File: config.mk
export PLATFORM = sky130hd
export DESIGN_NAME = readout_aggregator
export DESIGN_NICKNAME = d
export VERILOG_FILES = /design/src/rtl/agg_pkg.sv /design/src/rtl/agg_lane.sv /design/src/rtl/agg_sc.sv /design/src/rtl/readout_aggregator.sv
export SDC_FILE = /design/constraint.sdc
export NUM_CORES = 1
export LEC_CHECK = 0
export ABC_AREA = 1
export BUFFER_PORTS_ARGS = -buffer_cell sky130_fd_sc_hd__buf_2
export CAP_MARGIN = 20
export CELL_PAD_IN_SITES_DETAIL_PLACEMENT = 1
export CELL_PAD_IN_SITES_GLOBAL_PLACEMENT = 1
export CORE_ASPECT_RATIO = 0.9
export CORE_MARGIN = 5
export CORE_UTILIZATION = 45
export DETAILED_ROUTE_END_ITERATION = 10
export MAX_ROUTING_LAYER = met4
export PLACE_DENSITY_LB_ADDON = 0.15
export SYNTH_ARGS = -nofsm -noshare
export SYNTH_HDL_FRONTEND = slang
export SYNTH_SLANG_ARGS = --single-unit
File: constraint.sdc
create_clock -name clk_i -period 2.03 [get_ports clk_i]
set_input_delay 0.1015 -clock clk_i [delete_from_list [all_inputs] [get_ports clk_i]]
set_output_delay 0.1015 -clock clk_i [all_outputs]
set_load 0.02 [all_outputs]
File: src/rtl/agg_pkg.sv
package agg_pkg;
  typedef enum logic [1:0] {
    L_IDLE,
    L_WAIT,
    L_BUSY,
    L_SC
  } lane_st_e;
endpackage

File: src/rtl/agg_lane.sv
module agg_lane
  import agg_pkg::*;
#(
  parameter int PEND_W = 2
) (
  input  logic clk_i,
  input  logic rst_ni,
  input  logic trig_i,
  input  logic slot_i,
  input  logic data_i,
  input  logic valid_i,
  input  logic sc_start_i,
  input  logic sc_done_i,
  output logic rd_req_o,
  output logic bit_o,
  output logic sc_ok_o
);
  localparam logic [PEND_W-1:0] PEND_MAX = '1;

  lane_st_e          st_q, st_d;
  logic [PEND_W-1:0] pend_q, pend_d;
  logic              req_q, req_d;
  logic              frame_done;

  assign frame_done = (st_q == L_BUSY) && slot_i && !valid_i;

  always_comb begin
    pend_d = pend_q;
    if (trig_i && !frame_done && pend_q != PEND_MAX) pend_d = pend_q + 1'b1;
    else if (!trig_i && frame_done)                  pend_d = pend_q - 1'b1;
  end

  always_comb begin
    st_d  = st_q;
    req_d = 1'b0;
    unique case (st_q)
      L_IDLE: begin
        if (sc_start_i) st_d = L_SC;
        else if (pend_q != '0) begin
          st_d  = L_WAIT;
          req_d = 1'b1;
        end
      end
      L_WAIT:  if (slot_i && valid_i) st_d = L_BUSY;
      L_BUSY:  if (frame_done) st_d = L_IDLE;
      L_SC:    if (sc_done_i) st_d = L_IDLE;
      default: st_d = L_IDLE;
    endcase
  end

  always_ff @(posedge clk_i or negedge rst_ni) begin
    if (!rst_ni) begin
      st_q   <= L_IDLE;
      pend_q <= '0;
      req_q  <= 1'b0;
    end else begin
      st_q   <= st_d;
      pend_q <= pend_d;
      req_q  <= req_d;
    end
  end

  assign rd_req_o = req_q;
  assign bit_o    = (st_q == L_WAIT || st_q == L_BUSY) && valid_i && data_i;
  assign sc_ok_o  = (st_q == L_IDLE) && (pend_q == '0) && !trig_i;

  a_r3_req_single: assert property (@(posedge clk_i) disable iff (!rst_ni)
    rd_req_o |=> !rd_req_o);
  a_r3_done_had_pending: assert property (@(posedge clk_i) disable iff (!rst_ni)
    frame_done |-> pend_q != '0);
  a_r4_back_to_back: assert property (@(posedge clk_i) disable iff (!rst_ni)
    frame_done && pend_q > PEND_W'(1) |=> ##1 rd_req_o);
  a_r6_hold_at_max: assert property (@(posedge clk_i) disable iff (!rst_ni)
    pend_q == PEND_MAX && trig_i |=> pend_q == PEND_MAX);
  a_r8_sc_only_quiet: assert property (@(posedge clk_i) disable iff (!rst_ni)
    sc_start_i |-> st_q == L_IDLE && pend_q == '0 && !trig_i);
endmodule

File: src/rtl/agg_sc.sv
module agg_sc #(
  parameter int          N_LANES = 4,
  parameter int          SLOT_W  = 2,
  parameter int          SC_W    = 16,
  parameter int          PRE_W   = 16,
  parameter int          TRL_W   = 18,
  parameter logic [PRE_W-1:0] PRE_PAT = '1,
  parameter logic [TRL_W-1:0] TRL_PAT = '0
) (
  input  logic               clk_i,
  input  logic               rst_ni,
  input  logic               sc_valid_i,
  input  logic [SC_W-1:0]    sc_data_i,
  output logic               sc_ready_o,
  input  logic [SLOT_W-1:0]  slot_i,
  input  logic [N_LANES-1:0] lane_ok_i,
  output logic [N_LANES-1:0] sc_start_o,
  output logic [N_LANES-1:0] sc_done_o,
  output logic               sc_sel_o,
  output logic               sc_bit_o
);
  localparam int SC_LEN = PRE_W + 1 + SC_W + TRL_W;
  localparam int IDX_W  = $clog2(SC_LEN);

  logic [SC_LEN-1:0] frm_q;
  logic              full_q, act_q;
  logic [SLOT_W-1:0] lane_q;
  logic [IDX_W-1:0]  idx_q;
  logic              start, on_lane, last;

  assign start    = full_q && !act_q && lane_ok_i[slot_i];
  assign on_lane  = act_q && (lane_q == slot_i);
  assign last     = on_lane && (idx_q == IDX_W'(SC_LEN - 1));
  assign sc_sel_o = start || on_lane;
  assign sc_bit_o = sc_sel_o && frm_q[SC_LEN-1];
  assign sc_ready_o = !full_q;

  for (genvar i = 0; i < N_LANES; i++) begin : g_sel
    assign sc_start_o[i] = start && (slot_i == SLOT_W'(i));
    assign sc_done_o[i]  = last && (lane_q == SLOT_W'(i));
  end

  always_ff @(posedge clk_i or negedge rst_ni) begin
    if (!rst_ni) begin
      frm_q  <= '0;
      full_q <= 1'b0;
      act_q  <= 1'b0;
      lane_q <= '0;
      idx_q  <= '0;
    end else if (sc_valid_i && !full_q) begin
      frm_q  <= {PRE_PAT, 1'b1, sc_data_i, TRL_PAT};
      full_q <= 1'b1;
    end else if (start) begin
      act_q  <= 1'b1;
      lane_q <= slot_i;
      idx_q  <= IDX_W'(1);
      frm_q  <= frm_q << 1;
    end else if (on_lane) begin
      frm_q <= frm_q << 1;
      idx_q <= idx_q + 1'b1;
      if (last) begin
        act_q  <= 1'b0;
        full_q <= 1'b0;
      end
    end
  end

  a_r9_taken_blocks: assert property (@(posedge clk_i) disable iff (!rst_ni)
    sc_valid_i && sc_ready_o |=> !sc_ready_o);
  a_r9_free_after_done: assert property (@(posedge clk_i) disable iff (!rst_ni)
    (|sc_done_o) |=> sc_ready_o);
  a_r8_single_start: assert property (@(posedge clk_i) disable iff (!rst_ni)
    $onehot0(sc_start_o));
endmodule

File: src/rtl/readout_aggregator.sv
module readout_aggregator #(
  parameter int          N_LANES = 4,
  parameter int          PEND_W  = 2,
  parameter int          SC_W    = 16,
  parameter int          PRE_W   = 16,
  parameter int          TRL_W   = 18,
  parameter logic [PRE_W-1:0] PRE_PAT = 16'hB38F,
  parameter logic [TRL_W-1:0] TRL_PAT = 18'h2C3A5
) (
  input  logic               clk_i,
  input  logic               rst_ni,
  input  logic               trig_i,
  input  logic [N_LANES-1:0] lane_data_i,
  input  logic [N_LANES-1:0] lane_valid_i,
  output logic [N_LANES-1:0] rd_req_o,
  input  logic               sc_valid_i,
  input  logic [SC_W-1:0]    sc_data_i,
  output logic               sc_ready_o,
  output logic               ser_o
);
  localparam int SLOT_W = $clog2(N_LANES);

  logic [SLOT_W-1:0]  slot_q;
  logic [N_LANES-1:0] lane_bit, lane_ok, sc_start, sc_done;
  logic               sc_sel, sc_bit, ser_q;

  for (genvar i = 0; i < N_LANES; i++) begin : g_lane
    agg_lane #(.PEND_W(PEND_W)) u_lane (
      .clk_i      (clk_i),
      .rst_ni     (rst_ni),
      .trig_i     (trig_i),
      .slot_i     (slot_q == SLOT_W'(i)),
      .data_i     (lane_data_i[i]),
      .valid_i    (lane_valid_i[i]),
      .sc_start_i (sc_start[i]),
      .sc_done_i  (sc_done[i]),
      .rd_req_o   (rd_req_o[i]),
      .bit_o      (lane_bit[i]),
      .sc_ok_o    (lane_ok[i])
    );
  end

  agg_sc #(
    .N_LANES(N_LANES), .SLOT_W(SLOT_W), .SC_W(SC_W),
    .PRE_W(PRE_W), .TRL_W(TRL_W), .PRE_PAT(PRE_PAT), .TRL_PAT(TRL_PAT)
  ) u_sc (
    .clk_i      (clk_i),
    .rst_ni     (rst_ni),
    .sc_valid_i (sc_valid_i),
    .sc_data_i  (sc_data_i),
    .sc_ready_o (sc_ready_o),
    .slot_i     (slot_q),
    .lane_ok_i  (lane_ok),
    .sc_start_o (sc_start),
    .sc_done_o  (sc_done),
    .sc_sel_o   (sc_sel),
    .sc_bit_o   (sc_bit)
  );

  always_ff @(posedge clk_i or negedge rst_ni) begin
    if (!rst_ni) begin
      slot_q <= '0;
      ser_q  <= 1'b0;
    end else begin
      slot_q <= (slot_q == SLOT_W'(N_LANES - 1)) ? '0 : slot_q + 1'b1;
      ser_q  <= sc_sel ? sc_bit : lane_bit[slot_q];
    end
  end

  assign ser_o = ser_q;

  a_r2_slot_wrap: assert property (@(posedge clk_i) disable iff (!rst_ni)
    slot_q == SLOT_W'(N_LANES - 1) |=> slot_q == '0);
  a_r5_idle_low: assert property (@(posedge clk_i) disable iff (!rst_ni)
    !sc_sel && !lane_valid_i[slot_q] |=> !ser_o);
  a_r8_sc_not_on_request: assert property (@(posedge clk_i) disable iff (!rst_ni)
    (|sc_start) |-> (sc_start & rd_req_o) == '0);
endmodule

* Yosys cells after proc, flatten, opt, wreduce, memory -nomap -nowiden
Index checks and enable logic that the tools add are counted.
** Cells by class
- $add $sub $neg :: 10
- Order comparisons :: 1
- Equality and inequality tests :: 41
- Mux-type cells :: 60
- Bitwise logic cells :: 1
- Reduce and logical (&&, ||, !) cells :: 101
** Operator list (count)
- 2-to-1 mux 51 bit :: 3
- 2-to-1 mux 2 bit :: 29
- logical AND 1 bit :: 54
- case mux 2 bit (4 select lines) :: 4
- equality test 2 bit, second input constant :: 12
- != test 2 x 1 -> 1 bit, second input constant :: 12
- nonzero test 2 bit :: 12
- zero test 2 bit :: 10
- 2-to-1 mux 1 bit :: 20
- AND reduction 4 bit :: 4
- equality test 2 x 1 -> 1 bit, second input constant :: 6
- 2-to-1 mux 6 bit :: 2
- != test 3 x 1 -> 1 bit, second input constant :: 4
- zero test 1 bit :: 11
- adder 2 x 1 -> 2 bit, second input constant :: 5
- != test 2 bit, second input constant :: 5
- subtractor 2 x 1 -> 2 bit, second input constant :: 4
- adder 6 x 1 -> 6 bit, second input constant :: 1
- equality test 6 bit, second input constant :: 1
- AND reduction 3 bit :: 2
- logical OR 1 bit :: 5
- binary-select mux 1 bit (select 2 bit) :: 2
- AND reduction 2 bit :: 2
- < comparator 2 x 3 -> 1 bit, second input constant :: 1
- 3 further kinds :: 3
** Storage, ports and cells
- Bits in registers :: 84
- Input port bits :: 28
- Output and inout bits :: 6
- Logic and storage cells :: 233

* Logic depth before layout (Yosys ltp)
- Depth after elaboration :: 9
- Depth in mapped cells :: 12
- Depth with buffers taken out :: 11

* Cells and area by module
A second synthesis with hierarchy kept.
** Second synthesis, totals
- Cell total of the unflattened synthesis :: 645
- Area total of the unflattened synthesis :: 4991.0 um^2
** Modules (own cells, without submodules)
- agg_sc :: instances 1, cells an instance 404, area each 3204.3 um^2, seq. area each 1526.5 um^2
- agg_lane :: instances 4, cells an instance 54, area each 397.9 um^2, seq. area each 125.1 um^2
- readout_aggregator :: instances 1, cells an instance 25, area each 195.2 um^2, seq. area each 75.1 um^2

* Worst setup path before layout
No wires, ideal clock.
- Path type :: flip-flop to flip-flop
- Start point :: register g_lane[0].u_lane.st_q[0]
- End point :: register u_sc.frm_q[1]
- Setup time :: 0.116 ns
- Arrival :: 1.517 ns
- Required time :: 1.914 ns
- Setup slack :: 0.397 ns
- Cell stages (with the launch flop) :: 13
- Path buffers :: 1
- Clock period less this slack :: 1.633 ns
- Cell sequence :: dfrtp_1 inv_1 ha_1 nand3_1 nand3_4 nand3_4 nand2_4 inv_4 nand2_4 inv_4 buf_6 nand2_1 nand2_1
** Between the ends
- Cells in the longest elaborated chain, start to end :: 8
- Elaborated cells between the ends (all ways) :: 9
- Classes of those cells :: mux: 4; reduce/logical: 5
** RTL lines
- start, declared :: RTL line agg_lane.sv:20 : lane_st_e st_q, st_d;
- start signal, assigned :: RTL line agg_lane.sv:57 : st_q <= st_d;
- zero test 2 bit (*) :: RTL line agg_lane.sv:65 : assign sc_ok_o = (st_q == L_IDLE) && (pend_q == '0) && !trig_i;
- logical AND 1 bit (*) (2 in a row) :: RTL line agg_lane.sv:65
- binary-select mux 1 bit (select 2 bit) (*) :: RTL line agg_sc.sv:31 : assign start = full_q && !act_q && lane_ok_i[slot_i];
- 2-to-1 mux 1 bit (implied by the code) (*) :: RTL line agg_sc.sv:31
- logical AND 1 bit (*) :: RTL line agg_sc.sv:31
- 2-to-1 mux 51 bit :: RTL line agg_sc.sv:53 : end else if (start) begin
- 2-to-1 mux 51 bit :: RTL line agg_sc.sv:50 : end else if (sc_valid_i && !full_q) begin
- end signal, assigned :: RTL line agg_sc.sv:51 : frm_q <= {PRE_PAT, 1'b1, sc_data_i, TRL_PAT};
- end signal, assigned :: RTL line agg_sc.sv:57 : frm_q <= frm_q << 1;
- end signal, assigned :: RTL line agg_sc.sv:59 : frm_q <= frm_q << 1;
- end, declared :: RTL line agg_sc.sv:25 : logic [SC_LEN-1:0] frm_q;
Mark *: on every way between the ends. The rest lies on a longest branch, timed or not. The select of a mux whose other input is x is not followed.
A chain may end at the register's enable or synchronous reset.

* Worst setup path in the final report
- Start point :: register g_lane[2].u_lane.st_q[0]
- End point :: register u_sc.frm_q[22]
** Between the ends
- Cells in the longest elaborated chain, start to end :: 8
- Elaborated cells between the ends (all ways) :: 9
- Classes of those cells :: mux: 4; reduce/logical: 5
** RTL lines (RTL line)
- start, declared :: agg_lane.sv:20
- start signal, assigned :: agg_lane.sv:57
- zero test 2 bit (*) :: agg_lane.sv:65
- logical AND 1 bit (*) (2 in a row) :: agg_lane.sv:65
- binary-select mux 1 bit (select 2 bit) (*) :: agg_sc.sv:31
- 2-to-1 mux 1 bit (implied by the code) (*) :: agg_sc.sv:31
- logical AND 1 bit (*) :: agg_sc.sv:31
- 2-to-1 mux 51 bit :: agg_sc.sv:53
- 2-to-1 mux 51 bit :: agg_sc.sv:50
Marked as above.

==> results.cfg <==
[place]
place_ws_ns = 0.0623
hpwl_mm = 7.34
io_buffer_count = 33
placed_cell_area_um2 = 4740
gp_congestion = 0.796

[routing]
postRouteAntennaNets = 0
routedWlPerCell_um = 14.0
first_iter_violations = 184
via_count = 3589
viasPerCell = 4.95
drt_first_pass_iters = 4
drt-total-wl_mm = 10.2
drc = 0

[final_layout]
postLayoutCoreUtil_pct = 52.1
finalNetCount = 648
antenna_cells = 0
fillers = 1219
syn_to_final_growth_pct = 12.8
drive_gt1_share_pct = 12.9
fin_area_um2 = 5050

[global_route]
antenna_found_initial = 0
grt_pass1_vias = 3700
overflow = 0
grt_max_degree = 45
grt_pass1_wl_mm = 17.4
groute.usage.overall_pct = 18.4

[sta]
relSlewSlack_pct = 63.4
clock_skew_ns = 0.00792
final_hold_viol_count = 0
clock.fmax_mhz = 526
setup_ws_ns = 0.129
maxSlewViolCount = 0
period_share_pct = 93.6
worst_slew_pin_slew_ns = 0.548
setup_viol = 0
min_period_ns = 1.90
tns_ns = 0

[power]
p_sw_share_pct = 33.3
p_comb_share_pct = 27.1
p_leak_nw = 2.56
p_sw_w = 0.00151
p_per_area_nw_per_um2 = 897
clockPowerShare_pct = 29.7
seqPwrFrac_pct = 43.1
p_int_w = 0.00302
max-vdd-ir-drop_v = 0.000490

[floorplan]
pin_count = 34
dieHeight_um = 105
start_util_pct = 46.1
coreArea_um2 = 9700
die_w_um = 115
die-area_um2 = 12000
rows = 34

[worst_setup_path]
critPathLaunchType = flip-flop
cp_slowest_stage_delay_ns = 0.43
cp.arrival_ns = 2.19
path_class = reg2reg
cp_slowest_cell = dfrtp_1
path_buf_inv = 3
worstSetupEndpointType = flip-flop
cp.required_ns = 2.32
critPathMaxFanout = 30
path_cells = inv_1, ha_2, nand3_1, nand3_4, nand3_4, nand2_8, inv_4, nand2_8, buf_12, nand2_1, o21ai_1
path_delay_family = simple AND/OR/NAND/NOR gates

[yosys]
synth.distinct_cells = 31
synthFlopType = dfrtp_1
yosysTopAreaCell = dfrtp_1
ys_seq_elements = 84
synth.most_common_cell = nand2_1
ys_seq_area_share_pct = 47.0
async_reset_ff_share_pct = 100
yosys_warnings = 0
avgSynthCellArea_um2 = 8.04
synth-edff-count = 0
synth_nets = 611
synthCells = 557
syn_area_um2 = 4480
synth_top_area_share_pct = 47.0
ys_top_cells_by_count = nand2_1 (164), dfrtp_1 (84), nor2_1 (80)
synth.area.top_cells = dfrtp_1 (47%), nand2_1 (14%), ha_1 (7.3%)

[clocking]
tritoncts = built
cts_buffer_depth = 2
cts.sinks = 84
clock_latency_ns = 0.36
cts_root_buffer = clkbuf_8
clkTransAtPathRegs_ns = 0.09
cts_made_buffers = 9
htreeDepth = 3

[hold_path]
hp-class = in2reg

[outcome]
status = completed

[job]
maxCapViolCount = 0
placed cells by master, fill, tap and decap left out, types with 12 or more instances in the layout:
cell type and instances:
inv_1 60, nand3_1 19, buf_2 32, nand4_1 14
dfrtp_1 84, ha_1 25, a21oi_1 12, nor2_1 80
o21ai_0 29, nand2_1 164, o21ai_1 15
routing by layer:
metal / vias to the layer above / GRT usage [%] / share of wire [%]
met5: - / - / 0
met4: 0 / 5.11 / 1.1
met3: 10 / 3.64 / 3.2
met2: 33 / 28.7 / 48
met1: 1736 / 24.5 / 48
li1: 1810 / - / -
per-stage QoR:
step / total power, W / hold slack, ns / std cells
finish: 0.00453 / 0.0641 / 725
CTS: 0.00454 / 0.0475 / 722
floorplan: 0.00284 / -0.194 / 557
global route: 0.00485 / 0.0760 / 725
global placement: 0.00307 / 0.125 / 705
detailed placement: 0.00316 / 0.124 / 705
state kept, by name, indices dropped and copies added (netlist names):
signal,count
g_lane.u_lane.pend_q,8
g_lane.u_lane.rd_req_o,4
g_lane.u_lane.st_q,8
ser_o,1
slot_q,2
u_sc.act_q,1
u_sc.frm_q,51
u_sc.full_q,1
u_sc.idx_q,6
u_sc.lane_q,2
worst register-to-register path, cell delays in order, from the launching register on:
cell and delay (ns):
dfrtp_1 0.43, inv_1 0.13, ha_2 0.22, nand3_1 0.14, nand3_4 0.15, nand3_4 0.11, nand2_8 0.13, inv_4 0.06
nand2_8 0.11, buf_12 0.19, nand2_1 0.08, o21ai_1 0.08
repair_timing:
action / in CTS / in global routing
endpoints found under the hold margin: 40 / 0
buffers inserted: 0 / 3
hold buffers: 1 / 0
gates resized for setup: 0 / 9
setup endpoints to repair: 0 / 43
cells by family (layout without fill, tap and decap cells):
family | count (synthesis) | count (layout) | synth area share [%]
AND/OR/NAND/NOR | 294 | 294 | 28.0
flip-flops | 84 | 84 | 47.0
buffers and inverters | 83 | 125 | 8.67
AO/OA/AOI/OAI | 60 | 60 | 6.93
adder cells (fa/ha/maj) | 26 | 26 | 7.27
XOR/XNOR | 7 | 7 | 1.54
multiplexers | 3 | 3 | 0.671
layout make-up:
class,instances,area (um^2),area share [%]
flip-flops and latches,84,2100,41.6
well taps,126,158,3.12
clock inverters,6,87.6,1.73
inverters,65,256,5.08
clock buffers,10,138,2.73
multi-input cells,390,2030,40.1
repair buffers,44,282,5.57
path summary, 6_finish.rpt:
path,start,endpoint,slack [ns],depth (start not counted)
max in group asynchronous,rst_ni,u_sc.frm_q[38]$_DFFE_PN0P_,1.14,3
worst min register to register,u_sc.frm_q[39]$_DFFE_PN0P_,u_sc.frm_q[39]$_DFFE_PN0P_,0.48,2
worst max-delay path,g_lane[2].u_lane.st_q[0]$_DFFE_PN0P_,u_sc.frm_q[22]$_DFFE_PN0P_,0.13,11
worst min-delay path,sc_data_i[0],u_sc.frm_q[18]$_DFFE_PN0P_,0.06,5
min in group asynchronous,rst_ni,g_lane[1].u_lane.rd_req_o$_DFF_PN0_,0.25,2
worst max register to register,g_lane[2].u_lane.st_q[0]$_DFFE_PN0P_,u_sc.frm_q[22]$_DFFE_PN0P_,0.13,11
power by group through the flow:
stage          clock [W]  combinational [W]  sequential [W]
2_1_floorplan          0           0.000886         0.00195
3_3_place_gp           0            0.00109         0.00198
3_5_place_dp           0            0.00117         0.00199
4_1_cts          0.00140            0.00118         0.00196
5_1_grt          0.00146            0.00142         0.00198
6_report         0.00135            0.00123         0.00195
Power figures use the tool's default switching activity.
